### config.mk
export PLATFORM = sky130hd
export DESIGN_NAME = sram_ctrl
export DESIGN_NICKNAME = d
export VERILOG_FILES = /design/src/rtl/sram_ctrl_pkg.sv /design/src/rtl/sram_timer.sv /design/src/rtl/sram_fsm.sv /design/src/rtl/sram_datapath.sv /design/src/rtl/sram_ctrl.sv
export SDC_FILE = /design/constraint.sdc
export NUM_CORES = 1
export LEC_CHECK = 0
export CAP_MARGIN = 0
export CORE_MARGIN = 2
export CORE_UTILIZATION = 44
export DETAILED_ROUTE_END_ITERATION = 12
export PLACE_DENSITY_LB_ADDON = 0.25
export RECOVER_POWER = 25
export SLEW_MARGIN = 10
export SYNTH_ARGS = -nofsm -noshare
export SYNTH_HDL_FRONTEND = slang
export SYNTH_SLANG_ARGS = --single-unit
### constraint.sdc
create_clock -name clk_i -period 2.43 [get_ports clk_i]
set_input_delay 0.243 -clock clk_i [delete_from_list [all_inputs] [get_ports clk_i]]
set_output_delay 0.243 -clock clk_i [all_outputs]
set_load 0.01 [all_outputs]
### src/rtl/sram_ctrl_pkg.sv
`timescale 1ns/1ps
package sram_ctrl_pkg;

  typedef enum logic [2:0] {
    ST_IDLE, ST_RD, ST_WSETUP, ST_WPULSE, ST_WHOLD, ST_WAIT
  } state_e;

  typedef enum int {
    TP_AA, TP_RC, TP_WC, TP_WP, TP_AW, TP_DW, TP_TURN
  } tparam_e;

  typedef struct packed {
    logic ce1_n;
    logic ce2;
    logic we_n;
    logic oe_n;
    logic dq_oe;
  } bus_ctl_t;

  // memory minima in ns, grade 0 = fast, otherwise slow
  function automatic int unsigned ns_of(tparam_e p, int unsigned grade);
    int unsigned v;
    case (p)
      TP_AA:   v = (grade == 0) ? 55 : 70;
      TP_RC:   v = (grade == 0) ? 55 : 70;
      TP_WC:   v = (grade == 0) ? 55 : 70;
      TP_WP:   v = (grade == 0) ? 30 : 35;
      TP_AW:   v = (grade == 0) ? 40 : 50;
      TP_DW:   v = (grade == 0) ? 25 : 30;
      TP_TURN: v = (grade == 0) ? 30 : 35; // worst of OE and CE release
      default: v = 1;
    endcase
    return v;
  endfunction

  function automatic int unsigned to_cycles(int unsigned ns, int unsigned clk_ns);
    int unsigned c;
    c = (ns + clk_ns - 1) / clk_ns;
    return (c == 0) ? 1 : c;
  endfunction

  function automatic int unsigned max2(int unsigned a, int unsigned b);
    return (a > b) ? a : b;
  endfunction

  function automatic bus_ctl_t decode(state_e s);
    bus_ctl_t c;
    c.ce1_n = 1'b0;
    c.ce2   = 1'b1;
    c.we_n  = 1'b1;
    c.oe_n  = 1'b1;
    c.dq_oe = 1'b0;
    case (s)
      ST_IDLE: begin
        c.ce1_n = 1'b1;
        c.ce2   = 1'b0;
      end
      ST_RD:     c.oe_n = 1'b0;
      ST_WPULSE: begin
        c.we_n  = 1'b0;
        c.dq_oe = 1'b1;
      end
      ST_WHOLD:  c.dq_oe = 1'b1;
      default: ;
    endcase
    return c;
  endfunction

endpackage

### src/rtl/sram_timer.sv
`timescale 1ns/1ps
module sram_timer #(
  parameter int unsigned W       = 4,
  parameter int unsigned MAX     = 7,
  parameter int unsigned RST_VAL = 0
) (
  input  logic         clk_i,
  input  logic         rst_ni,
  input  logic         clr_i,
  output logic [W-1:0] cnt_o
);
  logic [W-1:0] cnt_q;

  always_ff @(posedge clk_i or negedge rst_ni) begin
    if (!rst_ni)               cnt_q <= W'(RST_VAL);
    else if (clr_i)            cnt_q <= '0;
    else if (cnt_q < W'(MAX))  cnt_q <= cnt_q + 1'b1;
  end

  assign cnt_o = cnt_q;

  // saturating counter never passes its limit
  cnt_sat_chk: assert property (@(posedge clk_i) disable iff (!rst_ni)
    cnt_q <= W'(MAX));
endmodule

### src/rtl/sram_fsm.sv
`timescale 1ns/1ps
module sram_fsm
  import sram_ctrl_pkg::*;
#(
  parameter int unsigned CNT_W  = 5,
  parameter int unsigned T_AA   = 7,
  parameter int unsigned T_RC   = 7,
  parameter int unsigned T_WC   = 7,
  parameter int unsigned T_PW   = 4,
  parameter int unsigned T_AW   = 5,
  parameter int unsigned T_TURN = 4
) (
  input  logic             clk_i,
  input  logic             rst_ni,
  input  logic             req_i,
  input  logic             we_i,
  input  logic [CNT_W-1:0] elapsed_i,
  input  logic [CNT_W-1:0] phase_i,
  input  logic [CNT_W-1:0] quiet_i,
  output logic             accept_o,
  output logic             capture_o,
  output logic             phase_clr_o,
  output logic             ready_o,
  output bus_ctl_t         ctl_o
);
  localparam logic [CNT_W-1:0] L_AA   = CNT_W'(T_AA - 1);
  localparam logic [CNT_W-1:0] L_RC   = CNT_W'(T_RC - 1);
  localparam logic [CNT_W-1:0] L_WC   = CNT_W'(T_WC - 1);
  localparam logic [CNT_W-1:0] L_PW   = CNT_W'(T_PW - 1);
  localparam logic [CNT_W-1:0] L_AW   = CNT_W'(T_AW - 1);
  localparam logic [CNT_W-1:0] L_TURN = CNT_W'(T_TURN - 1);
  localparam logic [CNT_W-1:0] L_MIN  = (L_RC < L_WC) ? L_RC : L_WC;

  state_e   st_q, st_d;
  logic     op_we_q;
  bus_ctl_t ctl_q;

  assign ready_o  = (st_q == ST_IDLE);
  assign accept_o = ready_o && req_i;

  always_comb begin
    st_d        = st_q;
    capture_o   = 1'b0;
    phase_clr_o = 1'b0;
    case (st_q)
      ST_IDLE:   if (req_i) st_d = we_i ? ST_WSETUP : ST_RD;
      ST_RD: if (elapsed_i >= L_AA) begin
        capture_o = 1'b1;
        st_d      = (elapsed_i >= L_RC) ? ST_IDLE : ST_WAIT;
      end
      // wait until the memory has released the bus
      ST_WSETUP: if (quiet_i >= L_TURN) begin
        phase_clr_o = 1'b1;
        st_d        = ST_WPULSE;
      end
      ST_WPULSE: if (phase_i >= L_PW && elapsed_i >= L_AW) st_d = ST_WHOLD;
      ST_WHOLD:  st_d = (elapsed_i >= L_WC) ? ST_IDLE : ST_WAIT;
      ST_WAIT:   if (elapsed_i >= (op_we_q ? L_WC : L_RC)) st_d = ST_IDLE;
      default:   st_d = ST_IDLE;
    endcase
  end

  always_ff @(posedge clk_i or negedge rst_ni) begin
    if (!rst_ni) begin
      st_q    <= ST_IDLE;
      op_we_q <= 1'b0;
      ctl_q   <= decode(ST_IDLE);
    end else begin
      st_q  <= st_d;
      ctl_q <= decode(st_d); // registered pins, no decode glitches
      if (accept_o) op_we_q <= we_i;
    end
  end

  assign ctl_o = ctl_q;


  idle_deselect_chk: assert property (@(posedge clk_i) disable iff (!rst_ni)
    ready_o |-> (ctl_q.ce1_n && !ctl_q.ce2 && ctl_q.we_n && ctl_q.oe_n && !ctl_q.dq_oe));

  read_ctl_chk: assert property (@(posedge clk_i) disable iff (!rst_ni)
    !ctl_q.oe_n |-> (ctl_q.we_n && !ctl_q.ce1_n && ctl_q.ce2));

  we_data_chk: assert property (@(posedge clk_i) disable iff (!rst_ni)
    !ctl_q.we_n |-> ctl_q.dq_oe);

  min_busy_chk: assert property (@(posedge clk_i) disable iff (!rst_ni)
    $rose(ready_o) |-> ($past(elapsed_i) >= L_MIN));
endmodule

### src/rtl/sram_datapath.sv
`timescale 1ns/1ps
module sram_datapath #(
  parameter int unsigned ADDR_W = 21,
  parameter int unsigned DATA_W = 8
) (
  input  logic              clk_i,
  input  logic              rst_ni,
  input  logic              accept_i,
  input  logic              capture_i,
  input  logic [ADDR_W-1:0] addr_i,
  input  logic [DATA_W-1:0] wdata_i,
  input  logic [DATA_W-1:0] mem_dq_i,
  output logic [ADDR_W-1:0] mem_addr_o,
  output logic [DATA_W-1:0] mem_dq_o,
  output logic [DATA_W-1:0] rdata_o,
  output logic              rvalid_o
);
  logic [ADDR_W-1:0] addr_q;
  logic [DATA_W-1:0] wdata_q, rdata_q;
  logic              rvalid_q;

  // address held between requests to avoid needless toggling
  always_ff @(posedge clk_i or negedge rst_ni) begin
    if (!rst_ni) begin
      addr_q  <= '0;
      wdata_q <= '0;
    end else if (accept_i) begin
      addr_q  <= addr_i;
      wdata_q <= wdata_i;
    end
  end

  always_ff @(posedge clk_i or negedge rst_ni) begin
    if (!rst_ni) begin
      rdata_q  <= '0;
      rvalid_q <= 1'b0;
    end else begin
      rvalid_q <= capture_i;
      if (capture_i) rdata_q <= mem_dq_i;
    end
  end

  assign mem_addr_o = addr_q;
  assign mem_dq_o   = wdata_q;
  assign rdata_o    = rdata_q;
  assign rvalid_o   = rvalid_q;


  rvalid_pulse_chk: assert property (@(posedge clk_i) disable iff (!rst_ni)
    rvalid_q |=> !rvalid_q);
endmodule

### src/rtl/sram_ctrl.sv
`timescale 1ns/1ps
module sram_ctrl
  import sram_ctrl_pkg::*;
#(
  parameter int unsigned ADDR_W      = 21,
  parameter int unsigned DATA_W      = 8,
  parameter int unsigned CLK_NS      = 8,
  parameter int unsigned SPEED_GRADE = 0
) (
  input  logic              clk_i,
  input  logic              rst_ni,
  input  logic              req_i,
  input  logic              req_we_i,
  input  logic [ADDR_W-1:0] req_addr_i,
  input  logic [DATA_W-1:0] req_wdata_i,
  output logic              ready_o,
  output logic              rvalid_o,
  output logic [DATA_W-1:0] rdata_o,
  output logic [ADDR_W-1:0] mem_addr_o,
  output logic              mem_ce1_no,
  output logic              mem_ce2_o,
  output logic              mem_we_no,
  output logic              mem_oe_no,
  output logic [DATA_W-1:0] mem_dq_o,
  input  logic [DATA_W-1:0] mem_dq_i,
  output logic              mem_dq_oe_o
);
  localparam int unsigned T_AA   = to_cycles(ns_of(TP_AA,   SPEED_GRADE), CLK_NS);
  localparam int unsigned T_RC   = to_cycles(ns_of(TP_RC,   SPEED_GRADE), CLK_NS);
  localparam int unsigned T_WC   = to_cycles(ns_of(TP_WC,   SPEED_GRADE), CLK_NS);
  localparam int unsigned T_WP   = to_cycles(ns_of(TP_WP,   SPEED_GRADE), CLK_NS);
  localparam int unsigned T_AW   = to_cycles(ns_of(TP_AW,   SPEED_GRADE), CLK_NS);
  localparam int unsigned T_DW   = to_cycles(ns_of(TP_DW,   SPEED_GRADE), CLK_NS);
  localparam int unsigned T_TURN = to_cycles(ns_of(TP_TURN, SPEED_GRADE), CLK_NS);
  localparam int unsigned T_PW   = max2(T_WP, T_DW);
  localparam int unsigned T_MAX  = max2(max2(max2(T_AA, T_RC), max2(T_WC, T_AW)),
                                        max2(T_PW, T_TURN));
  localparam int unsigned CNT_W  = $clog2(T_MAX + 2);

  logic             accept, capture, phase_clr;
  logic [CNT_W-1:0] elapsed, phase, quiet;
  bus_ctl_t         ctl;

  // cycles since the accepted request
  sram_timer #(.W(CNT_W), .MAX(T_MAX), .RST_VAL(T_MAX)) u_elapsed (
    .clk_i, .rst_ni, .clr_i(accept), .cnt_o(elapsed));

  // length of the write-enable pulse
  sram_timer #(.W(CNT_W), .MAX(T_PW), .RST_VAL(0)) u_phase (
    .clk_i, .rst_ni, .clr_i(phase_clr), .cnt_o(phase));

  // cycles since output enable was last low (bus release)
  sram_timer #(.W(CNT_W), .MAX(T_TURN), .RST_VAL(T_TURN)) u_quiet (
    .clk_i, .rst_ni, .clr_i(!ctl.oe_n), .cnt_o(quiet));

  sram_fsm #(
    .CNT_W(CNT_W), .T_AA(T_AA), .T_RC(T_RC), .T_WC(T_WC),
    .T_PW(T_PW), .T_AW(T_AW), .T_TURN(T_TURN)
  ) u_fsm (
    .clk_i, .rst_ni,
    .req_i,
    .we_i        (req_we_i),
    .elapsed_i   (elapsed),
    .phase_i     (phase),
    .quiet_i     (quiet),
    .accept_o    (accept),
    .capture_o   (capture),
    .phase_clr_o (phase_clr),
    .ready_o,
    .ctl_o       (ctl)
  );

  sram_datapath #(.ADDR_W(ADDR_W), .DATA_W(DATA_W)) u_dp (
    .clk_i, .rst_ni,
    .accept_i   (accept),
    .capture_i  (capture),
    .addr_i     (req_addr_i),
    .wdata_i    (req_wdata_i),
    .mem_dq_i,
    .mem_addr_o,
    .mem_dq_o,
    .rdata_o,
    .rvalid_o
  );

  assign mem_ce1_no  = ctl.ce1_n;
  assign mem_ce2_o   = ctl.ce2;
  assign mem_we_no   = ctl.we_n;
  assign mem_oe_no   = ctl.oe_n;
  assign mem_dq_oe_o = ctl.dq_oe;


  wr_addr_stable_chk: assert property (@(posedge clk_i) disable iff (!rst_ni)
    (!mem_we_no && $past(!mem_we_no)) |-> ($stable(mem_addr_o) && $stable(mem_dq_o)));

  no_drive_with_oe_chk: assert property (@(posedge clk_i) disable iff (!rst_ni)
    mem_dq_oe_o |-> mem_oe_no);

  turn_wait_chk: assert property (@(posedge clk_i) disable iff (!rst_ni)
    $rose(mem_dq_oe_o) |-> $past(mem_oe_no));
endmodule

# Word level (Yosys, flattened, before mapping)
# Index checks and enable logic that the tools add are counted.
[word_totals]
register_bits = 58
inputBits = 41
output_inout_bits = 44
elab_cells = 61
[classes]
add_sub_neg = 3
magnitude_cmp = 7
eq_ne = 9
n_mux = 21
n_reduce_logical = 8
[op_table]
columns = ["operator", "count"]
rows = [
  ["$mux W4", 6],
  ["$mux W3", 5],
  ["$pmux W3 S5", 1],
  ["$add A4 B1 Y4 const B", 3],
  ["$lt A4 B3 Y1 const B", 3],
  ["$eq A3 B2 Y1 const B", 3],
  ["$eq A3 B3 Y1 const B", 3],
  ["$ge A4 B2 Y1 const B", 2],
  ["$ge A4 B3 Y1 const B", 2],
  ["$mux W1", 7],
  ["$eq A3 B1 Y1 const B", 2],
  ["$logic_not A3 Y1", 2],
  ["$mux W2", 2],
  ["$reduce_bool A2 Y1", 2],
  ["$reduce_or A2 Y1", 2],
  ["$logic_and A1 B1 Y1", 2],
  ["$ne A2 B2 Y1 const B", 1],
]

# Logic depth before layout (Yosys ltp)
[logic_depth]
word_depth = 7
mapped_depth = 7
depth_no_buf = 6

# Hierarchy
# From an unflattened synthesis, not the netlist that was laid out.
[unflattened]
cells_unflattened = 166
area_unflattened_um2 = 2407.3
[modules_own_cells]
columns = ["module", "instances", "cells_each", "area_per_inst_um2", "seq_area_each_um2"]
rows = [
  ["sram_datapath", 1, 79, 1437.6, 950.9],
  ["sram_fsm", 1, 38, 421.7, 203.9],
  ["sram_timer (u_elapsed)", 1, 18, 205.2, 103.8],
  ["sram_timer (u_quiet)", 1, 15, 170.2, 101.3],
  ["sram_timer (u_phase)", 1, 15, 168.9, 100.1],
  ["sram_ctrl", 1, 1, 3.8, 0.0],
]

# Worst setup path after synthesis
# Ideal clock, no wire load.
[synth_timing]
path_kind = "register to register"
from = "reg u_elapsed.cnt_q[0] (netlist: u_elapsed.cnt_o[0])"
to = "reg u_fsm.ctl_q (netlist bit u_fsm.ctl_o[4])"
setup_ns = 0.086
arrival_time_ns = 1.742
required_ns = 2.344
path_slack_ns = 0.601
path_stages_with_launch = 7
n_path_buf = 0
period_less_slack_ns = 1.829
cell_sequence = "dfstp_2 inv_1 ha_1 o21a_1 or3_2 a22o_1 nor2b_1"
[synth_via]
elab_chain_cells = 6
elab_cells_between_ends = 9
cone_classes = "2 x order compare; 5 x mux; 2 x reduce/logical"
[synth_rtl]
columns = ["element", "line", "rtl"]
rows = [
  ["from (decl)", "sram_timer.sv:12", "logic [W-1:0] cnt_q;"],
  ["from (signal assigned)", "sram_timer.sv:15", "if (!rst_ni) cnt_q <= W'(RST_VAL);"],
  ["from (signal assigned)", "sram_timer.sv:17", "else if (cnt_q < W'(MAX)) cnt_q <= cnt_q + 1'b1;"],
  ["$ge A4 B3 Y1", "sram_fsm.sv:56", "ST_WPULSE: if (phase_i >= L_PW && elapsed_i >= L_AW) st_d = ST_WHOLD;"],
  ["$logic_and A1 B1 Y1", "sram_fsm.sv:56", ""],
  ["$mux W3", "sram_fsm.sv:56", ""],
  ["$pmux W3 S5 *", "sram_fsm.sv:45", "case (st_q)"],
  ["$logic_not A3 Y1 *", "sram_ctrl_pkg.sv:53", "case (s)"],
  ["$mux W2 *", "sram_ctrl_pkg.sv:53", ""],
  ["to (signal assigned)", "sram_fsm.sv:67", "ctl_q <= decode(ST_IDLE);"],
  ["to (signal assigned)", "sram_fsm.sv:70", "ctl_q <= decode(st_d);"],
  ["to (decl)", "sram_fsm.sv:36", "bus_ctl_t ctl_q;"],
]
# Mark *: on every way between the ends. The rest lies on a longest branch, timed or not.
# A chain may end at the register's enable or synchronous reset.

# Worst setup path after layout
[layout_timing]
from = "reg u_elapsed.cnt_q[1] (netlist: u_elapsed.cnt_o[1])"
to = "reg u_dp.rdata_q[7] (netlist: u_dp.rdata_o[7])"
[layout_via]
elab_chain_cells = 3
[layout_rtl]
columns = ["element", "line", "rtl"]
rows = [
  ["$ge A4 B3 Y1", "sram_fsm.sv:47", "ST_RD: if (elapsed_i >= L_AA) begin"],
  ["$mux W1", "sram_fsm.sv:47", ""],
  ["$mux W1", "sram_fsm.sv:45", ""],
  ["to (signal assigned)", "sram_datapath.sv:39", "if (capture_i) rdata_q <= mem_dq_i;"],
  ["to (decl)", "sram_datapath.sv:19", "logic [DATA_W-1:0] wdata_q, rdata_q;"],
]
# No other way between the ends.

==> impl_metrics.yaml <==
clock_network:
  clk_pin_slew_ns: 0.06
  cts_setup_buffers: 0
  clock_latency_ns: 0.31
  tritoncts: "done"
  clock_path_buffers: 2
  hold_buffers: 1
  cts.htree.levels: 3
  cts_root_buf: "clkbuf_8"
  cts.sink_count: 58
  cts_resized: 0
  cts_made_buffers: 9
timing:
  slew_violations: 30
  finalCriticalPeriod_ns: 2.042
  holdWs_ns: 0.5027
  finalHoldViolations: 0
  tightest_slew_ns: 1.609
  finalSetupViolCount: 0
  timing.final.crit_share_pct: 84.05
  rsz0062_at_grt: "no"
  slew_headroom_pct: -7.255
  max_freq_mhz: 489.6
  tns_ns: 0
  worst_slack_ns: 0.3876
  skew_ns: 0.008410
run:
  timing.max_cap.violations: 1
power:
  p_leak_nw: 1.483
  p_sw_mw: 1.441
  share_seq_of_total_power_pct: 37.5
  p_total_mw: 4.734
  ir_worst_vdd_v: 0.0008464
  cell_internal_pwr_mw: 3.293
  p_sw_share_pct: 30.45
  pwr-share-comb_pct: 44.1
  p_clk_share_pct: 18.4
  pwr_density_cell_nw_per_um2: 1375
placement:
  dp_cells: 314
  post_dp_cell_area_um2: 3237
  gp_congestion: 0.7541
  hpwl_mm: 3.406
  pre_cts_ws_ns: 0.3709
  portBuffers: 84
route:
  vias_per_cell: 4.846
  totalWireLength_mm: 4.743
  vias: 1604
  drt_iter0_drc: 83
  dr.pass1.iters: 4
  routedWlPerCell_um: 14.33
  ant_nets: 0
  drcViolationCount: 0
layout:
  nets: 301
  stdcell_count: 331
  final_common_cell: "clkdlybuf4s50_1"
  stdcell_area_um2: 3443
  diodes: 0
  layout_common_cells: "clkdlybuf4s50_1 (83), dfrtp_1 (51), mux2_2 (29)"
  layout-drive-gt1-share_pct: 22.22
  area_growth_syn_to_layout_pct: 47.17
  fin_util_pct: 67.42
floorplan:
  coreArea_um2: 5107
  die_y_um: 76.92
  rows: 26
  fp.dieW_um: 76.92
  start_util_pct: 45.81
  dieArea_um2: 5917
  io_pins: 85
synthesis:
  syn_nets: 209
  synthCells: 164
  netlist_area_um2: 2340
  yosysWarnings: 0
  synth_seq_cells: 58
  syn_area_per_cell_um2: 14.27
  ys_seq_area_share_pct: 62.41
  synth-edff-count: 0
  ys_async_sr_fraction_pct: 100.0
  synth-main-ff-cell: "dfrtp_1"
  synth.distinct_cells: 34
global_route:
  grt_pass1_vias: 1624
  grt-ovfl-total: 0
  grt_max_degree: 34
  antenna_found_initial: 0
  grt_pass1_wl_mm: 8.066
  grt_usage_pct: 17.29
outcome:
  status: "finished with violations"
  failed_checks: "capacitance limit, slew limit"
setup_path:
  path_max_fanout: 9
  crit_type: "flop to flop"
  critPathRequiredTime_ns: 2.63
  cp.arrival_ns: 2.24
  cp-start-kind: "flop"
  endpoint_kind: "flop"
hold_path:
  hold_class: "flop to flop"
## flip-flops by register name, summed over array words and instances (netlist names)
name and cells:
u_dp.rdata_o 8, u_dp.mem_dq_o 8, u_dp.rvalid_o 1, u_quiet.cnt_o 4, u_dp.mem_addr_o 21, u_elapsed.cnt_o 4, u_phase.cnt_o 4, u_fsm.st_q 3
u_fsm.ctl_o 5
## final timing paths
kind / from / end / slack [ns] / cells past startpoint
worst max-delay path: u_elapsed.cnt_o[1]$_DFFE_PN1P_ / u_dp.rdata_o[7]$_DFFE_PN0P_ / 0.39 / 5
worst min-delay path: u_dp.mem_addr_o[6]$_DFFE_PN0P_ / u_dp.mem_addr_o[6]$_DFFE_PN0P_ / 0.50 / 1
worst max register to register: u_elapsed.cnt_o[1]$_DFFE_PN1P_ / u_dp.rdata_o[7]$_DFFE_PN0P_ / 0.39 / 5
worst min register to register: u_dp.mem_addr_o[6]$_DFFE_PN0P_ / u_dp.mem_addr_o[6]$_DFFE_PN0P_ / 0.50 / 1
max in group asynchronous: rst_ni / u_fsm.st_q[1]$_DFF_PN0_ / 0.62 / 2
min in group asynchronous: rst_ni / u_quiet.cnt_o[1]$_DFFE_PN0P_ / 0.87 / 2
## cells in the mapped netlist, types with 2 or more instances
library cell	number	share of area (%)
dfrtp_1	51	55
mux2_2	29	14
nor2_1	12	1.9
mux2_4	8	5.1
dfstp_2	7	7.9
a21oi_1	6	1.3
inv_1	6	0.96
ha_1	4	2.1
and2_1	3	0.80
buf_6	3	1.4
nand2_1	3	0.48
nand3_1	3	0.64
o21ai_0	3	0.64
buf_4	2	0.64
nand2b_1	2	0.53
nor2b_1	2	0.53
o21a_1	2	0.64
xnor2_1	2	0.75
## logic make-up after synthesis
logic type	Yosys count	synth area share (%)
adder cells (fa/ha/maj)	4	2.139
buffers and inverters	12	3.261
multiplexers	37	19.09
flip-flops	58	62.41
AO/OA/AOI/OAI	18	4.920
AND/OR/NAND/NOR	32	7.059
XOR/XNOR	3	1.123
## power by group through the flow
stage,registers [mW],clock network [mW],logic (mW)
after detailed placement,1.79,0,2.11
after floorplan,1.91,0,1.01
after CTS,1.78,0.892,2.12
after global placement,1.77,0,2.06
final,1.78,0.869,2.09
after global routing,1.84,0.942,2.27
## final cells by class
type                            count  area, µm²
Fill cell                         397       1664
Sequential cell                    58       1460
Timing Repair Buffer               87      872.1
Multi-Input combinational cell     94      803.3
Clock buffer                       14      162.7
Tap cell                           70      87.58
Clock inverter                      2      35.03
Inverter                            6      22.52
## routing by layer
layer	track usage, %	routed length, µm	vias to the layer above
met1	22.92	2085	789
met4	7.091	38	0
li1	-	-	755
met2	27.46	2359	56
met5	0	0	-
met3	4.000	261	4
## worst max-delay path, stage by stage, from the launching register on
cell and delay, ns:
dfstp_2 0.57, ha_1 0.15, o21a_1 0.14, nor2_1 0.04, or4_1 0.66, mux2_4 0.38
(Power assumes the default switching activity.)
